[src/rtl/fwd_pkg.sv]
// Shared constants and encodings for the operand bypass resolver.
package fwd_pkg;
    localparam int LAT_W = 2;

    typedef enum logic [1:0] {
        XFER_NONE = 2'd0,
        XFER_JUMP = 2'd1,
        XFER_BEQ  = 2'd2,
        XFER_BNE  = 2'd3
    } xfer_kind_e;
endpackage

[src/rtl/fwd_stage_match.sv]
// Compares one source register against one in-flight stage.
// hit: the stage writes the same register. ok: its value may be bypassed now.
// Assumes stage index 0 is the stage directly after decode.
module fwd_stage_match
    import fwd_pkg::*;
#(
    parameter int REG_AW     = 5,
    parameter int STAGES     = 5,
    parameter int STAGE_IDX  = 0,
    parameter int LAT_STAGES = 2
) (
    input  logic [REG_AW-1:0] src,
    input  logic [REG_AW-1:0] dst,
    input  logic              wr,
    input  logic              ldp,
    input  logic [LAT_W-1:0]  lat,
    input  logic              zero_cons,
    output logic              hit,
    output logic              ok
);
    localparam int LIM_W = LAT_W + 2;

    // Match requires a real write to the same register.
    always_comb hit = wr && (dst == src);

    generate
        if (STAGE_IDX < LAT_STAGES) begin : g_lat_check
            logic [LIM_W-1:0] limit;
            // Producer must finish within the steps left before the consumer needs it.
            always_comb begin
                limit = LIM_W'(STAGE_IDX + 1) - LIM_W'(zero_cons);
                ok    = (LIM_W'(lat) <= limit) && !ldp;
            end
        end else if (STAGE_IDX == STAGES - 1) begin : g_always
            // Past memory the value is final.
            always_comb ok = 1'b1;
        end else begin : g_load_check
            // Only a load still waiting for data blocks forwarding here.
            always_comb ok = !ldp;
        end
    endgenerate
endmodule

[src/rtl/fwd_operand_sel.sv]
// Resolves one decode source: nearest matching stage decides bypass or stall,
// otherwise the register-file value is used. An unused source never stalls.
module fwd_operand_sel
    import fwd_pkg::*;
#(
    parameter int DATA_W     = 32,
    parameter int REG_AW     = 5,
    parameter int STAGES     = 5,
    parameter int LAT_STAGES = 2
) (
    input  logic [REG_AW-1:0]        src,
    input  logic                     use_src,
    input  logic                     zero_cons,
    input  logic [DATA_W-1:0]        rf_val,
    input  logic [STAGES*REG_AW-1:0] st_dst,
    input  logic [STAGES-1:0]        st_wr,
    input  logic [STAGES-1:0]        st_ldp,
    input  logic [STAGES*LAT_W-1:0]  st_lat,
    input  logic [STAGES*DATA_W-1:0] st_res,
    output logic [DATA_W-1:0]        value,
    output logic                     stall
);
    logic [STAGES-1:0] hit;
    logic [STAGES-1:0] ok;

    generate
        for (genvar k = 0; k < STAGES; k++) begin : g_stage
            fwd_stage_match #(
                .REG_AW(REG_AW), .STAGES(STAGES),
                .STAGE_IDX(k), .LAT_STAGES(LAT_STAGES)
            ) match_i (
                .src       (src),
                .dst       (st_dst[k*REG_AW +: REG_AW]),
                .wr        (st_wr[k]),
                .ldp       (st_ldp[k]),
                .lat       (st_lat[k*LAT_W +: LAT_W]),
                .zero_cons (zero_cons),
                .hit       (hit[k]),
                .ok        (ok[k])
            );
        end
    endgenerate

    // Priority scan from the nearest stage; first hit decides.
    always_comb begin
        logic found;
        found = 1'b0;
        value = rf_val;
        stall = 1'b0;
        for (int k = 0; k < STAGES; k++) begin
            if (!found && hit[k]) begin
                found = 1'b1;
                if (ok[k]) value = st_res[k*DATA_W +: DATA_W];
                else       stall = 1'b1;
            end
        end
        if (!use_src) begin
            value = rf_val;
            stall = 1'b0;
        end
    end
endmodule

[src/rtl/fwd_branch_resolve.sv]
// Decides control transfer in decode from the resolved operands.
// Assumes operands are valid only when no stall is raised.
module fwd_branch_resolve
    import fwd_pkg::*;
#(
    parameter int DATA_W = 32
) (
    input  logic [1:0]        kind,
    input  logic [DATA_W-1:0] a,
    input  logic [DATA_W-1:0] b,
    input  logic              stall,
    output logic              redirect
);
    // Evaluate the transfer condition, suppressed while decode is held.
    always_comb begin
        unique case (xfer_kind_e'(kind))
            XFER_JUMP: redirect = 1'b1;
            XFER_BEQ:  redirect = (a == b);
            XFER_BNE:  redirect = (a != b);
            default:   redirect = 1'b0;
        endcase
        if (stall) redirect = 1'b0;
    end
endmodule

[src/rtl/fwd_stall_unit.sv]
// Top of the decode bypass and stall resolver. Purely combinational.
// Stage slice 0 of every per-stage bus is the stage right after decode;
// slice STAGES-1 is the stage after memory.
module fwd_stall_unit
    import fwd_pkg::*;
#(
    parameter int DATA_W     = 32,
    parameter int REG_AW     = 5,
    parameter int STAGES     = 5,
    parameter int LAT_STAGES = 2
) (
    input  logic [REG_AW-1:0]        dec_src_a,
    input  logic [REG_AW-1:0]        dec_src_b,
    input  logic                     dec_use_a,
    input  logic                     dec_use_b,
    input  logic [LAT_W-1:0]         dec_lat,
    input  logic [1:0]               dec_kind,
    input  logic [DATA_W-1:0]        rf_a,
    input  logic [DATA_W-1:0]        rf_b,
    input  logic [STAGES*REG_AW-1:0] st_dst,
    input  logic [STAGES-1:0]        st_wr,
    input  logic [STAGES-1:0]        st_ldp,
    input  logic [STAGES*LAT_W-1:0]  st_lat,
    input  logic [STAGES*DATA_W-1:0] st_res,
    output logic [DATA_W-1:0]        opnd_a,
    output logic [DATA_W-1:0]        opnd_b,
    output logic                     stall,
    output logic                     redirect
);
    logic zero_cons;
    logic stall_a;
    logic stall_b;

    // A consumer with no execute step needs its operands in decode.
    always_comb zero_cons = (dec_lat == '0);

    fwd_operand_sel #(
        .DATA_W(DATA_W), .REG_AW(REG_AW), .STAGES(STAGES), .LAT_STAGES(LAT_STAGES)
    ) sel_a_i (
        .src(dec_src_a), .use_src(dec_use_a), .zero_cons(zero_cons), .rf_val(rf_a),
        .st_dst(st_dst), .st_wr(st_wr), .st_ldp(st_ldp), .st_lat(st_lat),
        .st_res(st_res), .value(opnd_a), .stall(stall_a)
    );

    fwd_operand_sel #(
        .DATA_W(DATA_W), .REG_AW(REG_AW), .STAGES(STAGES), .LAT_STAGES(LAT_STAGES)
    ) sel_b_i (
        .src(dec_src_b), .use_src(dec_use_b), .zero_cons(zero_cons), .rf_val(rf_b),
        .st_dst(st_dst), .st_wr(st_wr), .st_ldp(st_ldp), .st_lat(st_lat),
        .st_res(st_res), .value(opnd_b), .stall(stall_b)
    );

    // Either unresolved source holds decode.
    always_comb stall = stall_a | stall_b;

    fwd_branch_resolve #(.DATA_W(DATA_W)) br_i (
        .kind(dec_kind), .a(opnd_a), .b(opnd_b), .stall(stall), .redirect(redirect)
    );
endmodule

[config.mk]
export PLATFORM = sky130hd
export DESIGN_NAME = fwd_stall_unit
export DESIGN_NICKNAME = d
export VERILOG_FILES = /design/src/rtl/fwd_pkg.sv /design/src/rtl/fwd_stage_match.sv /design/src/rtl/fwd_operand_sel.sv /design/src/rtl/fwd_branch_resolve.sv /design/src/rtl/fwd_stall_unit.sv
export SDC_FILE = /design/constraint.sdc
export NUM_CORES = 1
export LEC_CHECK = 0
export ABC_AREA = 1
export BUFFER_PORTS_ARGS = -buffer_cell sky130_fd_sc_hd__buf_2
export CORE_MARGIN = 5
export CORE_UTILIZATION = 40
export DETAILED_ROUTE_END_ITERATION = 8
export PLACE_DENSITY = 0.71
export SLEW_MARGIN = 10
export SYNTH_ARGS = -nofsm -noshare
export SYNTH_HDL_FRONTEND = slang
export SYNTH_HIERARCHICAL = 1
export SYNTH_SLANG_ARGS = --single-unit
[constraint.sdc]
create_clock -name vclk -period 7.9
set_input_delay 0.395 -clock vclk [all_inputs]
set_output_delay 0.395 -clock vclk [all_outputs]
set_load 0.01 [all_outputs]
# [Word level (Yosys, flattened, before mapping)]
# Cells that the tools add are included.
[totals] latchBits=0 input_bits=285 romBits=0 ff_bits=0 output_inout_bits=66 mem_bits_rw=0 memories=0
[op_classes] n_mul=0 bitwise_logic=1 shifts=0 n_lt_le_gt_ge=2 n_div=0 eq_ne=15 muxes=47 n_reduce_logical=31 n_addsub=2
[op_table] operator="$mux W32" count=20
[op_table] operator="$eq A5 B5 Y1" count=10
[op_table] operator="$eq A32 B32 Y1" count=1
[op_table] operator="$ne A32 B32 Y1" count=1
[op_table] operator="$mux W1" count=26
[op_table] operator="$logic_and A1 B1 Y1" count=20
[op_table] operator="$logic_not A1 Y1" count=10
[op_table] operator="$le A2 B4 Y1" count=2
[op_table] operator="$eq A2 B2 Y1 const B" count=2
[op_table] operator="$pmux W1 S3" count=1
[op_table] operator="$sub A2 B1 Y3 const A" count=1
[op_table] operator="$eq A2 B1 Y1 const B" count=1
[op_table] operator="$logic_not A2 Y1" count=1
[op_table] operator="$sub A1 B1 Y2 const A" count=1
[op_table] operator="$or A1 B1 Y1" count=1

# [Logic depth before layout (Yosys ltp)]
[logic_depth] word_depth=19 depth_mapped=28 depth_no_buf=26

# [Cells and area by module]
# The synthesis kept the hierarchy.
[by_module_without_submodules] module="fwd_operand_sel" n_inst=2 seq_area_each_um2=0.0 cells_each=647 area_each_um2=2791.4
[by_module_without_submodules] module="fwd_branch_resolve" n_inst=1 seq_area_each_um2=0.0 cells_each=161 area_each_um2=658.1
[by_module_without_submodules] module="fwd_stage_match (sel_a_i.g_stage[2].match_i ...)" n_inst=4 seq_area_each_um2=0.0 cells_each=22 area_each_um2=95.1
[by_module_without_submodules] module="fwd_stage_match (sel_a_i.g_stage[1].match_i ...)" n_inst=2 seq_area_each_um2=0.0 cells_each=28 area_each_um2=140.1
[by_module_without_submodules] module="fwd_stage_match (sel_a_i.g_stage[0].match_i ...)" n_inst=2 seq_area_each_um2=0.0 cells_each=26 area_each_um2=120.1
[by_module_without_submodules] module="fwd_stage_match (sel_a_i.g_stage[4].match_i ...)" n_inst=2 seq_area_each_um2=0.0 cells_each=23 area_each_um2=102.6
[by_module_without_submodules] module="fwd_stall_unit" n_inst=1 seq_area_each_um2=0.0 cells_each=4 area_each_um2=15.0

# [Least setup slack after synthesis]
# No wires, ideal clock.
[synth_path] path_type="input port to output port" from="in dec_lat[1]" to="out redirect" t_required_ns=7.505 path_slack_ns=4.563 arrival_time_ns=2.942 path_stages=25 path_cell_list="nor2_1 -> inv_1 -> ha_1 -> nor2_1 -> nor3_1 -> clkbuf_1 -> clkbuf_1 -> nand3_1 -> nand3_1 -> nand3_1 -> nand2_1 -> nand2_1 -> nand2_1 -> nand2_1 -> nand2_1 -> inv_1 -> nand2_1 -> nand2_1 -> nor2_1 -> nand2_1 -> nor2_2 -> nand2_1 -> nor2_2 -> a21oi_1 -> nor2_1"
[synth_via] elab_chain_cells=17 word_cells_on_any_way=49 cone_classes="add/sub: 2; order compare: 2; eq/ne: 2; mux: 39; bitwise: 1; reduce/logical: 3"
[synth_rtl] item="from (decl)" line_no="fwd_stall_unit.sv:16" text="input logic [LAT_W-1:0] dec_lat,"
[synth_rtl] item="$logic_not A2 Y1 *" line_no="fwd_stall_unit.sv:35" text="always_comb zero_cons = (dec_lat == '0);"
[synth_rtl] item="$sub A1 B1 Y2 *" line_no="fwd_stage_match.sv:31" text="limit = LIM_W'(STAGE_IDX + 1) - LIM_W'(zero_cons);"
[synth_rtl] item="$le A2 B4 Y1 *" line_no="fwd_stage_match.sv:32" text="ok = (LIM_W'(lat) <= limit) && !ldp;"
[synth_rtl] item="$logic_and A1 B1 Y1 *" line_no="fwd_stage_match.sv:32"
[synth_rtl] item="named net sel_a_i.ok[0]" line_no="fwd_operand_sel.sv:24" text="logic [STAGES-1:0] ok;"
[synth_rtl] item="$mux W32 *" line_no="fwd_operand_sel.sv:53" text="if (ok[k]) value = st_res[k*DATA_W +: DATA_W];"
[synth_rtl] item="$mux W32 *" line_no="fwd_operand_sel.sv:51" text="if (!found && hit[k]) begin"
[synth_rtl] item="$mux W32" line_no="fwd_operand_sel.sv:53"
[synth_rtl] item="(+2 left out)"
[synth_rtl] item="$mux W32 *" line_no="fwd_operand_sel.sv:51"
[synth_rtl] item="$mux W32" line_no="fwd_operand_sel.sv:53"
[synth_rtl] item="$mux W32 * (2 in a row)" line_no="fwd_operand_sel.sv:51"
[synth_rtl] item="$mux W32 *" line_no="fwd_operand_sel.sv:57" text="if (!use_src) begin"
[synth_rtl] item="named net opnd_a[26]" line_no="fwd_stall_unit.sv:25" text="output logic [DATA_W-1:0] opnd_a,"
[synth_rtl] item="$ne A32 B32 Y1 or $eq A32 B32 Y1 (tied branches)" line_no="fwd_branch_resolve.sv:19, fwd_branch_resolve.sv:18"
[synth_rtl] item="$pmux W1 S3 *" line_no="fwd_branch_resolve.sv:16" text="unique case (xfer_kind_e'(kind))"
[synth_rtl] item="$mux W1 *" line_no="fwd_branch_resolve.sv:22" text="if (stall) redirect = 1'b0;"
[synth_rtl] item="to (decl)" line_no="fwd_stall_unit.sv:28" text="output logic redirect"
# Mark *: on every way through the listed nets, which the timed path passes. The rest lies on a longest branch.

# [Final worst setup path]
[layout_path] from="in dec_src_a[1]" to="out redirect"
[layout_via] elab_chain_cells=19 word_cells_on_any_way=44 cone_classes="eq/ne: 7; mux: 23; bitwise: 1; reduce/logical: 13"
[layout_rtl] item="from (decl)" line_no="fwd_stall_unit.sv:12" text="input logic [REG_AW-1:0] dec_src_a,"
[layout_rtl] item="$eq A5 B5 Y1 *" line_no="fwd_stage_match.sv:24" text="always_comb hit = wr && (dst == src);"
[layout_rtl] item="$logic_and A1 B1 Y1 *" line_no="fwd_stage_match.sv:24"
[layout_rtl] item="named net sel_a_i.hit[0]" line_no="fwd_operand_sel.sv:23" text="logic [STAGES-1:0] hit;"
[layout_rtl] item="$mux W1" line_no="fwd_operand_sel.sv:51"
[layout_rtl] item="$logic_not A1 Y1" line_no="fwd_operand_sel.sv:51"
[layout_rtl] item="$logic_and A1 B1 Y1" line_no="fwd_operand_sel.sv:51"
[layout_rtl] item="$mux W1" line_no="fwd_operand_sel.sv:51"
[layout_rtl] item="$logic_not A1 Y1" line_no="fwd_operand_sel.sv:51"
[layout_rtl] item="(+4 left out)"
[layout_rtl] item="$mux W1" line_no="fwd_operand_sel.sv:51"
[layout_rtl] item="$logic_not A1 Y1" line_no="fwd_operand_sel.sv:51"
[layout_rtl] item="$logic_and A1 B1 Y1" line_no="fwd_operand_sel.sv:51"
[layout_rtl] item="$mux W32" line_no="fwd_operand_sel.sv:51"
[layout_rtl] item="$mux W32" line_no="fwd_operand_sel.sv:57"
[layout_rtl] item="$ne A32 B32 Y1 or $eq A32 B32 Y1 (tied branches)" line_no="fwd_branch_resolve.sv:19, fwd_branch_resolve.sv:18"
[layout_rtl] item="$pmux W1 S3" line_no="fwd_branch_resolve.sv:16"
[layout_rtl] item="$mux W1 *" line_no="fwd_branch_resolve.sv:22"
# Marks and branches as above.

==> summary.txt <==
Place
  • RD Place Congestion: 0.9253
  • HPWL Detailed: 25,450 um
  • Number of buffers added on ports: 344
  • Pre-CTS setup slack: 2.756 ns

CTS
  • Post-CTS Setup Repair Bufs: 0
  • Hold Buf Count CTS: 0
  • Post-cts gate resize count: 0

Drt
  • # DRC: 0
  • Number of vias per cell: 5.287
  • Routed wire length: 35,410 um
  • Pre-antenna DRT Iters: 8
  • DR WL/cell: 16.09 um
  • Via count: 11,631
  • Antenna Violating Nets Remaining: 0
  • Starting DRT DRC Count: 1,450

Timing
  • Slew @ Worst Pin: 1.046 ns
  • Fmax: 0.1943 GHz
  • Tmin final: 5.147 ns
  • Setup violators final: 0
  • Final TNS setup: 0 ns
  • Tcrit/Tclk final: 65.15%
  • Final hold vios: 0
  • RSZ-0062 raised after global routing: false
  • Post-route setup slack: 2.753 ns
  • Slew headroom: 30.13%
  • Max-slew violations: 0

Run status
  • Status: completed

Layout
  • Register Area: 0 um^2
  • FFs & Latches: 0
  • Clkbuf count: 0
  • Fill count: 2,040
  • Nets@finish: 2,254
  • Area grow syn2layout: 23.78%
  • Layout cells sized above 1: 20.30%

Die
  • Initial Utilization: 40.84%
  • Die area: 0.02122 mm^2
  • Die height: 145.7 um
  • Core Box Area: 0.01802 mm^2
  • I/O Pins: 351
  • Die X: 145.7 um
  • Row cnt: 49

Worst hold path
  • Hold WC Path Type: in -> out

Critical path
  • Worst Setup Start Kind: input pin
  • WS Path Type: in -> out
  • CP endpoint kind: primary output
  • Critical Path RT: 7.51 ns
  • Worst EP arrival: 4.75 ns
  • Crit-path max FO: 37

Job
  • Max Cap Violations: 0

Global routing
  • First-pass GRT wire length: 54,320 um
  • Largest net degree at the start of global routing: 66
  • Initial antenna violation count: 14
  • Vias in the first global route: 10,365
  • Total grt overflow: 0
  • Tot GR Track Use: 30.48%

Synth
  • Synth area leaders: nand2_1 (38%), nand3_1 (13%), inv_1 (13%)
  • XOR/XNOR share of the synthesized area: 2.855%
  • Synth Area per Inst: 4.328 um^2
  • Syn Inst Count: 1,701
  • Synth Area in Adders: 1.020%
  • List of most frequent post-synthesis cells: nand2_1 (751), inv_1 (253), nand3_1 (195)
  • YS warnings: 6
  • Main combinational cell family by area after synthesis: simple AND/OR/NAND/NOR gates
  • Synth Area in Simple Gates: 75.75%
  • Unique masters post-synth: 26
  • Synth Area in Compound Gates: 1.156%
  • Most common cell in the netlist: nand2_1
  • Share of the synthesized area in the top cell type: 38.29%
  • Yosys top cell by area: nand2_1
  • Mux cell area share after synthesis: 0%
  • Seq/Total Area, Yosys: 0%
  • Post-Syn Area: 0.007362 mm^2
  • Mapped Nets: 1,992

Pwr
  • Pleak: 6.112 nW
  • Cell Pwr Density: 47.31 mW/mm^2
  • VDD IR max: 0.00004219 V
## per-layer routing
layer | vias up | global-route usage (%) | wire length, um
met5 | - | 0 | 74
met2 | 806 | 50.80 | 15670
met4 | 12 | 11.38 | 1936
met3 | 156 | 7.568 | 4759
met1 | 5003 | 37.85 | 12960
li1 | 5654 | - | -
## per-stage QoR
stage / power [mW] / instance area (um^2) / util, % / cells / hold WS, ns
2_1_floorplan: 0.2390 / 7362 / - / 1701 / 0.9250
3_3_place_gp: 0.4159 / 9087 / 50.42 / 2190 / 1.136
3_5_place_dp: 0.4230 / 9087 / 50.42 / 2190 / 1.131
4_1_cts: 0.4245 / 9087 / 50.42 / 2190 / 1.133
5_1_grt: 0.4791 / 9107 / 50.53 / 2198 / 1.157
6_report: 0.4311 / 9112 / 50.56 / 2200 / 1.135
## critical path: stages
cell and delay (ns):
buf_2 0.20, nand2_1 0.08, nand2_1 0.06, nor2_1 0.04, nand2_1 0.10, nor2_4 0.03
buf_4 0.31, nor2_8 0.57, nand3_1 0.83, buf_4 0.51, nand3_1 0.11, nand2_1 0.06
nand2_1 0.05, nand2_1 0.05, nand2_1 0.08, nand2_1 0.07, nor2_1 0.09, nor2_1 0.05
nor2_1 0.13, nand2_1 0.11, nor2_1 0.22, nand2_1 0.10, nor2_2 0.11, a21oi_1 0.07
nor2_1 0.12, buf_2 0.16
## area by class of cell
cell class         instances  area [um^2]  share of cell area [%]
multi-input cells       1346         5995                   65.78
repair buffers           362         1857                   20.38
inverters                253        949.7                   10.42
well taps                229        286.5                   3.144
diodes                    10        25.02                  0.2746
## path summary, 6_finish.rpt
path	startpoint	to	slack (ns)	cells past startpoint
setup / recovery	dec_src_a[1]	redirect	2.75	26
hold / removal	rf_a[17]	opnd_a[17]	1.14	4
## where the power goes
part	switching, mW	leakage, nW	internal, mW
clock network	0	0.0000634	0.000000169
logic	0.267	6.11	0.164
registers	0	0	0
total	0.267	6.11	0.164
## kinds of logic after synthesis
group                    count (synthesis)
AO/OA/AOI/OAI                           16
XOR/XNOR                                24
adder cells (fa/ha/maj)                  6
buffers and inverters                  355
other                                    2
AND/OR/NAND/NOR                       1298
## placed cells by master, fill, tap and decap left out
cell type,Yosys,final
nor3_2,0,2
or2_0,54,54
inv_1,253,251
ha_1,6,6
conb_1,2,2
nor2_8,2,2
nand4_4,2,2
nor2_1,189,189
o21ai_1,2,2
nor3_1,9,7
buf_2,42,344
xnor2_1,24,24
nor2_2,14,8
nand2_1,751,751
o21ai_0,7,7
or2_2,11,11
diode_2,0,10
nand3b_1,2,2
nor2_4,0,6
nand3_2,1,1
nand4_1,66,66
o21bai_1,2,2
nand3_1,195,195
buf_4,2,18
nand2_2,2,2
inv_2,0,2
a21oi_1,5,5
(Power assumes the default switching activity.)
